File: src/rtl/regdump_pkg.sv
// Shared types and helpers for the register dump sequencer.
// Assumes descriptor and ring map layouts fixed by the register block.
package regdump_pkg;

    // Selector field widths: ring above trace
    localparam int SEL_TRACE_W = 4;
    localparam int SEL_RING_W  = 4;

    typedef enum logic [3:0] {
        S_IDLE, S_PTR, S_DESC, S_DATA, S_RMAP, S_SEL, S_MBX, S_PUSH, S_FIN
    } seq_state_t;

    // Descriptor word bits 39:0
    typedef struct packed {
        logic        mode;   // 1: repeat same address
        logic [14:0] len;    // count (repeat) or bytes (sequential)
        logic [23:0] tgt;    // target offset
    } dump_desc_t;

    // Ring map word bits 31:0
    typedef struct packed {
        logic [7:0]  traps;
        logic [7:0]  traces;
        logic [15:0] entries;
    } ring_map_t;

    // Selector value for a ring/trace pair
    function automatic logic [31:0] make_sel(input logic [7:0] ring, input logic [7:0] trace);
        logic [31:0] r_part;
        logic [31:0] t_part;
        r_part = 32'(ring  & 8'((1 << SEL_RING_W) - 1));
        t_part = 32'(trace & 8'((1 << SEL_TRACE_W) - 1));
        return (r_part << SEL_TRACE_W) | t_part;
    endfunction

endpackage

File: src/rtl/regdump_decode.sv
// Combinational decode of a 64-bit read word as an end marker,
// a dump descriptor and a ring map. Assumes word is the current bus read data.
module regdump_decode
    import regdump_pkg::*;
(
    input  logic [63:0] word,
    output logic        blank,
    output dump_desc_t  desc,
    output logic [15:0] desc_reads,
    output ring_map_t   rmap
);

    // End/skip marker: all zeros or all ones
    always_comb blank = (word == 64'd0) || (&word);

    // Field split and read count for the descriptor
    always_comb begin
        desc       = dump_desc_t'(word[39:0]);
        rmap       = ring_map_t'(word[31:0]);
        desc_reads = desc.mode ? {1'b0, desc.len} : {4'd0, desc.len[14:3]};
    end

endmodule

File: src/rtl/regdump_rec_out.sv
// Single-entry record output register with valid/ready handshake and
// accepted-record counter. Assumes push is held until take.
module regdump_rec_out #(
    parameter int ADDR_W = 32,
    parameter int CNT_W  = 32
) (
    input  logic              clk,
    input  logic              rst_n,
    input  logic              clr,
    input  logic              push,
    input  logic [ADDR_W-1:0] in_addr,
    input  logic [31:0]       in_idx,
    input  logic [63:0]       in_val,
    output logic              take,
    output logic              empty,
    output logic              rec_valid,
    input  logic              rec_ready,
    output logic [ADDR_W-1:0] rec_addr,
    output logic [31:0]       rec_idx,
    output logic [63:0]       rec_val,
    output logic [CNT_W-1:0]  rec_count
);

    // Accept a new record when empty or draining this cycle
    always_comb begin
        take  = push && (!rec_valid || rec_ready);
        empty = !rec_valid;
    end

    // Hold or replace the output record
    always_ff @(posedge clk) begin
        if (!rst_n) begin
            rec_valid <= 1'b0;
            rec_addr  <= '0;
            rec_idx   <= '0;
            rec_val   <= '0;
        end else if (take) begin
            rec_valid <= 1'b1;
            rec_addr  <= in_addr;
            rec_idx   <= in_idx;
            rec_val   <= in_val;
        end else if (rec_ready) begin
            rec_valid <= 1'b0;
        end
    end

    // Count records accepted downstream
    always_ff @(posedge clk) begin
        if (!rst_n)                      rec_count <= '0;
        else if (clr)                    rec_count <= '0;
        else if (rec_valid && rec_ready) rec_count <= rec_count + CNT_W'(1);
    end


    rec_hold_chk: assert property (@(posedge clk) disable iff (!rst_n)
        (rec_valid && !rec_ready) |=> (rec_valid && $stable(rec_addr) && $stable(rec_idx) && $stable(rec_val)));


    rec_count_step_chk: assert property (@(posedge clk) disable iff (!rst_n)
        (rec_valid && rec_ready) |=> (rec_count == $past(rec_count) + CNT_W'(1)));

endmodule

File: src/rtl/regdump_seq_core.sv
// Dump sequencer state machine: pointer read, descriptor chain walk,
// data reads, ring map reads, selector writes and mailbox reads.
// Assumes one outstanding bus request, completed by a one-cycle ack.
module regdump_seq_core
    import regdump_pkg::*;
#(
    parameter int               UID_W      = 4,
    parameter int               UID_SHIFT  = 24,
    parameter int               ADDR_W     = 32,
    parameter int               NUM_RINGS  = 8,
    parameter logic [ADDR_W-1:0] ERRPTR_OFF = 32'h10,
    parameter logic [ADDR_W-1:0] RMAP_BASE  = 32'h100,
    parameter logic [ADDR_W-1:0] SELR_OFF   = 32'h180,
    parameter logic [ADDR_W-1:0] MBX_OFF    = 32'h188
) (
    input  logic              clk,
    input  logic              rst_n,
    input  logic              start,
    input  logic [UID_W-1:0]  unit_id,
    output logic              bus_rd,
    output logic              bus_wr,
    output logic [ADDR_W-1:0] bus_addr,
    output logic [63:0]       bus_wdata,
    input  logic              bus_ack,
    input  logic [63:0]       bus_rdata,
    input  logic              dec_blank,
    input  dump_desc_t        dec_desc,
    input  logic [15:0]       dec_desc_reads,
    input  ring_map_t         dec_rmap,
    output logic              push,
    output logic [ADDR_W-1:0] push_addr,
    output logic [31:0]       push_idx,
    output logic [63:0]       push_val,
    input  logic              push_take,
    input  logic              out_empty,
    output logic              clr_count,
    output logic              busy,
    output logic              done
);

    localparam int RING_W = (NUM_RINGS > 1) ? $clog2(NUM_RINGS) : 1;
    localparam logic [RING_W-1:0] LAST_RING = RING_W'(NUM_RINGS - 1);

    seq_state_t        state;
    logic [ADDR_W-1:0] uoff;
    logic [ADDR_W-1:0] l_addr;
    logic [ADDR_W-1:0] cur_addr;
    logic              rpt_mode;
    logic              from_mbx;
    logic [15:0]       limit;
    logic [15:0]       iter;
    logic [RING_W-1:0] ring;
    logic [7:0]        trace;
    logic [7:0]        traps;
    logic [7:0]        traces;
    logic [15:0]       entries;

    logic [ADDR_W-1:0] uid_off;
    logic [31:0]       cur_sel;
    logic [15:0]       sel_lim;
    logic              ring_last;
    seq_state_t        nt_state;
    logic [7:0]        nt_trace;
    logic [RING_W-1:0] nt_ring;

    // Unit offset, selector, and per-trace read count
    always_comb begin
        uid_off   = ADDR_W'(unit_id) << UID_SHIFT;
        cur_sel   = make_sel(8'(ring), trace);
        sel_lim   = (trace == 8'd0) ? {8'd0, traps} : entries;
        ring_last = (ring == LAST_RING);
    end

    // Step to the next trace, next ring, or finish
    always_comb begin
        nt_state = S_FIN;
        nt_trace = trace;
        nt_ring  = ring;
        if (trace != traces) begin
            nt_state = S_SEL;
            nt_trace = trace + 8'd1;
        end else if (!ring_last) begin
            nt_state = S_RMAP;
            nt_ring  = ring + RING_W'(1);
        end
    end

    // Bus request and address per state
    always_comb begin
        bus_rd    = 1'b0;
        bus_wr    = 1'b0;
        bus_addr  = '0;
        bus_wdata = '0;
        unique case (state)
            S_PTR:  begin bus_rd = 1'b1; bus_addr = uoff | ERRPTR_OFF; end
            S_DESC: begin bus_rd = 1'b1; bus_addr = l_addr; end
            S_DATA: begin bus_rd = 1'b1; bus_addr = cur_addr; end
            S_RMAP: begin bus_rd = 1'b1; bus_addr = uoff | (RMAP_BASE + (ADDR_W'(ring) << 3)); end
            S_SEL:  begin bus_wr = 1'b1; bus_addr = uoff | SELR_OFF; bus_wdata = 64'(cur_sel); end
            S_MBX:  begin bus_rd = 1'b1; bus_addr = uoff | MBX_OFF; end
            default: ;
        endcase
    end

    // Status and push outputs
    always_comb begin
        busy      = (state != S_IDLE);
        push      = (state == S_PUSH);
        clr_count = start && (state == S_IDLE);
    end

    // Main sequencing
    always_ff @(posedge clk) begin
        if (!rst_n) begin
            state     <= S_IDLE;
            uoff      <= '0;
            l_addr    <= '0;
            cur_addr  <= '0;
            rpt_mode  <= 1'b0;
            from_mbx  <= 1'b0;
            limit     <= '0;
            iter      <= '0;
            ring      <= '0;
            trace     <= '0;
            traps     <= '0;
            traces    <= '0;
            entries   <= '0;
            push_addr <= '0;
            push_idx  <= '0;
            push_val  <= '0;
            done      <= 1'b0;
        end else begin
            done <= 1'b0;
            unique case (state)
                S_IDLE: if (start) begin
                    uoff  <= uid_off;
                    state <= S_PTR;
                end
                S_PTR: if (bus_ack) begin
                    ring <= '0;
                    if (dec_blank) begin
                        state <= S_RMAP;
                    end else begin
                        l_addr <= uoff | ADDR_W'(bus_rdata[UID_SHIFT-1:0]);
                        state  <= S_DESC;
                    end
                end
                S_DESC: if (bus_ack) begin
                    if (dec_blank) begin
                        ring  <= '0;
                        state <= S_RMAP;
                    end else begin
                        l_addr   <= l_addr + ADDR_W'(8);
                        cur_addr <= uoff | ADDR_W'(dec_desc.tgt);
                        rpt_mode <= dec_desc.mode;
                        limit    <= dec_desc_reads;
                        iter     <= '0;
                        if (dec_desc_reads != 16'd0) state <= S_DATA;
                    end
                end
                S_DATA: if (bus_ack) begin
                    push_addr <= cur_addr;
                    push_idx  <= rpt_mode ? 32'(iter) : 32'd0;
                    push_val  <= bus_rdata;
                    from_mbx  <= 1'b0;
                    state     <= S_PUSH;
                end
                S_RMAP: if (bus_ack) begin
                    if (dec_blank) begin
                        if (ring_last) state <= S_FIN;
                        else           ring  <= ring + RING_W'(1);
                    end else begin
                        traps   <= dec_rmap.traps;
                        traces  <= dec_rmap.traces;
                        entries <= dec_rmap.entries;
                        trace   <= '0;
                        state   <= S_SEL;
                    end
                end
                S_SEL: if (bus_ack) begin
                    iter  <= '0;
                    limit <= sel_lim;
                    if (sel_lim != 16'd0) begin
                        state <= S_MBX;
                    end else begin
                        state <= nt_state;
                        trace <= nt_trace;
                        ring  <= nt_ring;
                    end
                end
                S_MBX: if (bus_ack) begin
                    push_addr <= uoff | MBX_OFF;
                    push_idx  <= (cur_sel << 16) | 32'(iter);
                    push_val  <= bus_rdata;
                    from_mbx  <= 1'b1;
                    state     <= S_PUSH;
                end
                S_PUSH: if (push_take) begin
                    if (!from_mbx && !rpt_mode) cur_addr <= cur_addr + ADDR_W'(8);
                    if (iter + 16'd1 == limit) begin
                        if (from_mbx) begin
                            state <= nt_state;
                            trace <= nt_trace;
                            ring  <= nt_ring;
                        end else begin
                            state <= S_DESC;
                        end
                    end else begin
                        iter  <= iter + 16'd1;
                        state <= from_mbx ? S_MBX : S_DATA;
                    end
                end
                S_FIN: if (out_empty) begin
                    done  <= 1'b1;
                    state <= S_IDLE;
                end
                default: state <= S_IDLE;
            endcase
        end
    end


    bus_excl_chk: assert property (@(posedge clk) disable iff (!rst_n)
        !(bus_rd && bus_wr));


    bus_rd_hold_chk: assert property (@(posedge clk) disable iff (!rst_n)
        (bus_rd && !bus_ack) |=> (bus_rd && $stable(bus_addr)));


    bus_wr_hold_chk: assert property (@(posedge clk) disable iff (!rst_n)
        (bus_wr && !bus_ack) |=> (bus_wr && $stable(bus_addr) && $stable(bus_wdata)));


    done_idle_chk: assert property (@(posedge clk) disable iff (!rst_n)
        done |-> (!busy && out_empty));


    done_pulse_chk: assert property (@(posedge clk) disable iff (!rst_n)
        done |=> !done);

endmodule

File: src/rtl/regdump_seq.sv
// Top of the extended error register dump sequencer: wires the word
// decoder, the sequencing core and the record output stage.
// Assumes the bus slave acks each request once.
module regdump_seq #(
    parameter int UID_W     = 4,
    parameter int UID_SHIFT = 24,
    parameter int ADDR_W    = 32,
    parameter int CNT_W     = 32,
    parameter int NUM_RINGS = 8
) (
    input  logic              clk,
    input  logic              rst_n,
    input  logic              start,
    input  logic [UID_W-1:0]  unit_id,
    output logic              busy,
    output logic              done,
    output logic [CNT_W-1:0]  rec_count,
    output logic              bus_rd,
    output logic              bus_wr,
    output logic [ADDR_W-1:0] bus_addr,
    output logic [63:0]       bus_wdata,
    input  logic              bus_ack,
    input  logic [63:0]       bus_rdata,
    output logic              rec_valid,
    input  logic              rec_ready,
    output logic [ADDR_W-1:0] rec_addr,
    output logic [31:0]       rec_idx,
    output logic [63:0]       rec_val
);
    import regdump_pkg::*;

    logic              dec_blank;
    dump_desc_t        dec_desc;
    logic [15:0]       dec_desc_reads;
    ring_map_t         dec_rmap;
    logic              push;
    logic [ADDR_W-1:0] push_addr;
    logic [31:0]       push_idx;
    logic [63:0]       push_val;
    logic              push_take;
    logic              out_empty;
    logic              clr_count;

    regdump_decode u_dec (
        .word       (bus_rdata),
        .blank      (dec_blank),
        .desc       (dec_desc),
        .desc_reads (dec_desc_reads),
        .rmap       (dec_rmap)
    );

    regdump_seq_core #(
        .UID_W     (UID_W),
        .UID_SHIFT (UID_SHIFT),
        .ADDR_W    (ADDR_W),
        .NUM_RINGS (NUM_RINGS)
    ) u_core (
        .clk            (clk),
        .rst_n          (rst_n),
        .start          (start),
        .unit_id        (unit_id),
        .bus_rd         (bus_rd),
        .bus_wr         (bus_wr),
        .bus_addr       (bus_addr),
        .bus_wdata      (bus_wdata),
        .bus_ack        (bus_ack),
        .bus_rdata      (bus_rdata),
        .dec_blank      (dec_blank),
        .dec_desc       (dec_desc),
        .dec_desc_reads (dec_desc_reads),
        .dec_rmap       (dec_rmap),
        .push           (push),
        .push_addr      (push_addr),
        .push_idx       (push_idx),
        .push_val       (push_val),
        .push_take      (push_take),
        .out_empty      (out_empty),
        .clr_count      (clr_count),
        .busy           (busy),
        .done           (done)
    );

    regdump_rec_out #(
        .ADDR_W (ADDR_W),
        .CNT_W  (CNT_W)
    ) u_out (
        .clk       (clk),
        .rst_n     (rst_n),
        .clr       (clr_count),
        .push      (push),
        .in_addr   (push_addr),
        .in_idx    (push_idx),
        .in_val    (push_val),
        .take      (push_take),
        .empty     (out_empty),
        .rec_valid (rec_valid),
        .rec_ready (rec_ready),
        .rec_addr  (rec_addr),
        .rec_idx   (rec_idx),
        .rec_val   (rec_val),
        .rec_count (rec_count)
    );

endmodule

File: config.mk
export PLATFORM = sky130hd
export DESIGN_NAME = regdump_seq
export DESIGN_NICKNAME = d
export VERILOG_FILES = /design/src/rtl/regdump_pkg.sv /design/src/rtl/regdump_decode.sv /design/src/rtl/regdump_rec_out.sv /design/src/rtl/regdump_seq_core.sv /design/src/rtl/regdump_seq.sv
export SDC_FILE = /design/constraint.sdc
export NUM_CORES = 1
export LEC_CHECK = 0
export CAP_MARGIN = 0
export CORE_ASPECT_RATIO = 1.75
export CORE_MARGIN = 5
export CORE_UTILIZATION = 30
export DETAILED_ROUTE_END_ITERATION = 12
export HOLD_SLACK_MARGIN = 0.06
export PLACE_DENSITY = 0.51
export SETUP_SLACK_MARGIN = 0.2
export SYNTH_ARGS = -nofsm -noshare
export SYNTH_HDL_FRONTEND = slang
export SYNTH_SLANG_ARGS = --single-unit
File: constraint.sdc
create_clock -name clk -period 2.9 [get_ports clk]
set_clock_uncertainty 0.2 [all_clocks]
set_input_delay 0.58 -clock clk [delete_from_list [all_inputs] [get_ports clk]]
set_output_delay 0.58 -clock clk [all_outputs]
set_load 0.01 [all_outputs]
==> reports/results.ini <==
[sta]
tightest_slew_ns = 0.770
max-slew-margin-rel_pct = 48.7
fin_crit_sh_pct = 105
setup_slack_ns = -0.137
rsz0062_at_grt = yes
min_period_ns = 3.04
max_freq_ghz = 0.329
hold_viol = 0
slew_violations = 0
finalSetupViolCount = 10

[routing]
wl_per_cell_um = 22.6
vias_per_cell = 5.34
drtAntennaViolNets = 0
finalWirelength_um = 86900
vias = 20500
drc = 0
dr.pass1.iters = 8
drtIter0Drc = 1273

[run_status]
outcome = finished, violations left
violations = negative setup slack

[synth]
synth_area_um2 = 19700
netlist-cell-type-count = 90
synth-main-ff-cell = dfxtp_1
ys_seq_area_share_pct = 42.9
synth-edff-count = 0
netlist_instances = 2485
synthTopCellsByArea = dfxtp_1 (43%), nand2_1 (9.8%), a21oi_1 (8.0%)
syn_avg_cell_area_um2 = 7.91
ys_warn_count = 0
yosys_register_bits = 421
synth_top_area_share_pct = 42.9
synthArstFlopShare_pct = 0
yosys.area.top_type = dfxtp_1

[worst_setup_path]
cp.arrival_ns = 3.31
start_kind = flop
cp-end-kind = flop
path_class = reg2reg
reg2reg_depth = 10
startpoint = u_core.iter[0]
required_ns = 3.18
r2r-start = u_core.iter[0]
crit_end = u_core.state[0]
regToRegEndpoint = u_core.state[0]
r2r_setup_slack_ns = -0.14
cp_max_fo = 3

[floorplanning]
std_cell_rows = 124
dieArea_um2 = 71000
ios = 334
die_w_um = 204
fp.dieH_um = 349
core_region_area_um2 = 65200
start_util_pct = 30.2

[power_and_ir_drop]
total_power_mw = 15.9
cellLeakagePower_nw = 10.7
powerDensity_nw_per_um2 = 553
ir_drop_v = 0.000371

[final_layout]
drive_gt1_share_pct = 26.2
utilization_pct = 44.2
area_growth_pct = 46.3
fin_nets = 3070

[global_routing]
antenna_found_initial = 2
track_usage_pct = 22.7
grt_pass1_vias = 19900
grt_max_degree = 100
overflow = 0
grt_pass1_wl_um = 125000

[clock_network]
cts.sinks = 421
path_clk_slew_ns = 0.06
clock_latency_ns = 0.60
cts_tree = built
root_buffer = clkbuf_16
cts_made_buffers = 43
htreeDepth = 2
cts_buffer_depth = 3

[placement]
dp_slack_ns = -1.29
dp_hpwl_um = 62300
numPortBuffers = 267
place_congestion = 0.930

[worst_hold_path]
hold_path_class = in2reg
holdCritStartpoint = bus_rdata[30]

[job]
cap_violations = 0

## cells in the final DEF, fill, tap and decap left out, drive strengths merged, types with 14 or more instances in the layout
master / count
clkdlybuf4s15: 14
o21ai: 51
nor2b: 22
clkbuf: 72
inv: 22
a22o: 24
a21oi: 316
nor2: 215
nor3: 33
nand3: 89
xor2: 31
nand2: 518
a211oi: 31
conb: 66
dfxtp: 421
a22oi: 40
buf: 450
a311oi: 21
and3: 36
clkdlybuf4s50: 160
nor4: 38
nand4: 51
mux2i: 51
xnor2: 28
## flip-flops by register name, indices dropped and copies added (netlist names), 23 cells and up
name and count:
u_core.l_addr 32, u_core.cur_addr 32, u_core.push_val 64, u_core.push_addr 32, u_core.push_idx 23, u_out.rec_idx 23, u_out.rec_val 64, u_out.rec_count 32
u_out.rec_addr 32
## worst max-delay path: stages, from the launching register on
cell	delay, ns
dfxtp_2	0.33
ha_4	0.25
xor2_1	0.15
a311o_1	0.33
a311oi_2	0.22
and3_4	0.24
nand4_4	0.18
buf_6	0.18
or4_4	0.47
o21a_1	0.17
o41ai_2	0.21
## worst min-delay path by stage
stage / endpoint / slack, ns / depth (start not counted)
3_5_place_dp: u_out.rec_val[62] / 0.24 / 2
4_1_cts: u_core.push_val[30] / 0.08 / 3
6_report: u_core.push_val[30] / 0.11 / 3
3_3_place_gp: u_out.rec_val[61] / 0.24 / 2
5_1_grt: u_core.push_val[30] / 0.09 / 3
2_1_floorplan: u_out.rec_addr[7] / 0.23 / 2
## cells by family (layout without fill, tap and decap cells)
kind of cell / count (synthesis) / after routing / share of synthesized area (%)
AO/OA/AOI/OAI: 594 / 594 / 19.4
XOR/XNOR: 59 / 59 / 2.67
adder cells (fa/ha/maj): 8 / 8 / 0.509
buffers and inverters: 278 / 747 / 7.02
flip-flops: 421 / 421 / 42.9
multiplexers: 51 / 51 / 2.66
other: 1 / 68 / 0.0191
AND/OR/NAND/NOR: 1073 / 1074 / 24.9
## per-stage QoR
stage               hold slack [ns]  instance area, um^2  setup TNS (ns)  std cells
floorplan                     0.232                20000               0       2550
global placement              0.239                24900         -163.44       3665
detailed placement            0.244                24900         -168.80       3665
CTS                          0.0792                27600          -0.615       3806
global route                 0.0947                28800           -2.84       3841
finish                        0.111                28800          -0.532       3841
## routing by layer
metal	GRT usage [%]	part of all wire, %	wire, um	vias up
met5	0	0	0	-
met3	3.30	4.6	3960	262
met1	23.9	36	31000	9888
met2	40.7	51	44000	722
met4	17.2	9.2	7990	0
li1	-	-	-	9627
## cell usage after synthesis (22+ instances only)
library cell and instances:
nand2_1 516, dfxtp_1 421, a21oi_1 315, nor2_1 214
clkbuf_1 151, nand3_1 87, buf_4 76, mux2i_1 50
nand4_1 48, o21ai_0 43, a22oi_1 40, nor4_1 37
and3_1 36, a211oi_1 31, nor3_1 31, xor2_1 30
xnor2_1 28, a22o_1 24, nor2b_1 22
## final cells by class
cell class	count	area, um^2
sequential	421	8450
clock buffer	58	1210
multi-input combinational	1852	11400
antenna	2	5.00
timing repair buffer	651	6400
clock inverter	18	211
fill	6433	36400
tap	819	1020
inverter	20	85.1
## power breakdown
group          internal [mW]  switching, mW  total [mW]
Clock                   3.30           2.49        5.79
Combinational           1.73           2.10        3.83
Sequential              6.00          0.280        6.28
Total                   11.0           4.88        15.9
## what timing repair did
action                     CTS  global route
hold endpoints to repair     3             0
hold buffers                 3             0
buffers inserted            50            22
pin swaps                   86           108
setup endpoints to repair  187           160
cloned                      12            11
gates resized for setup    574           198
(Power assumes the default switching activity.)
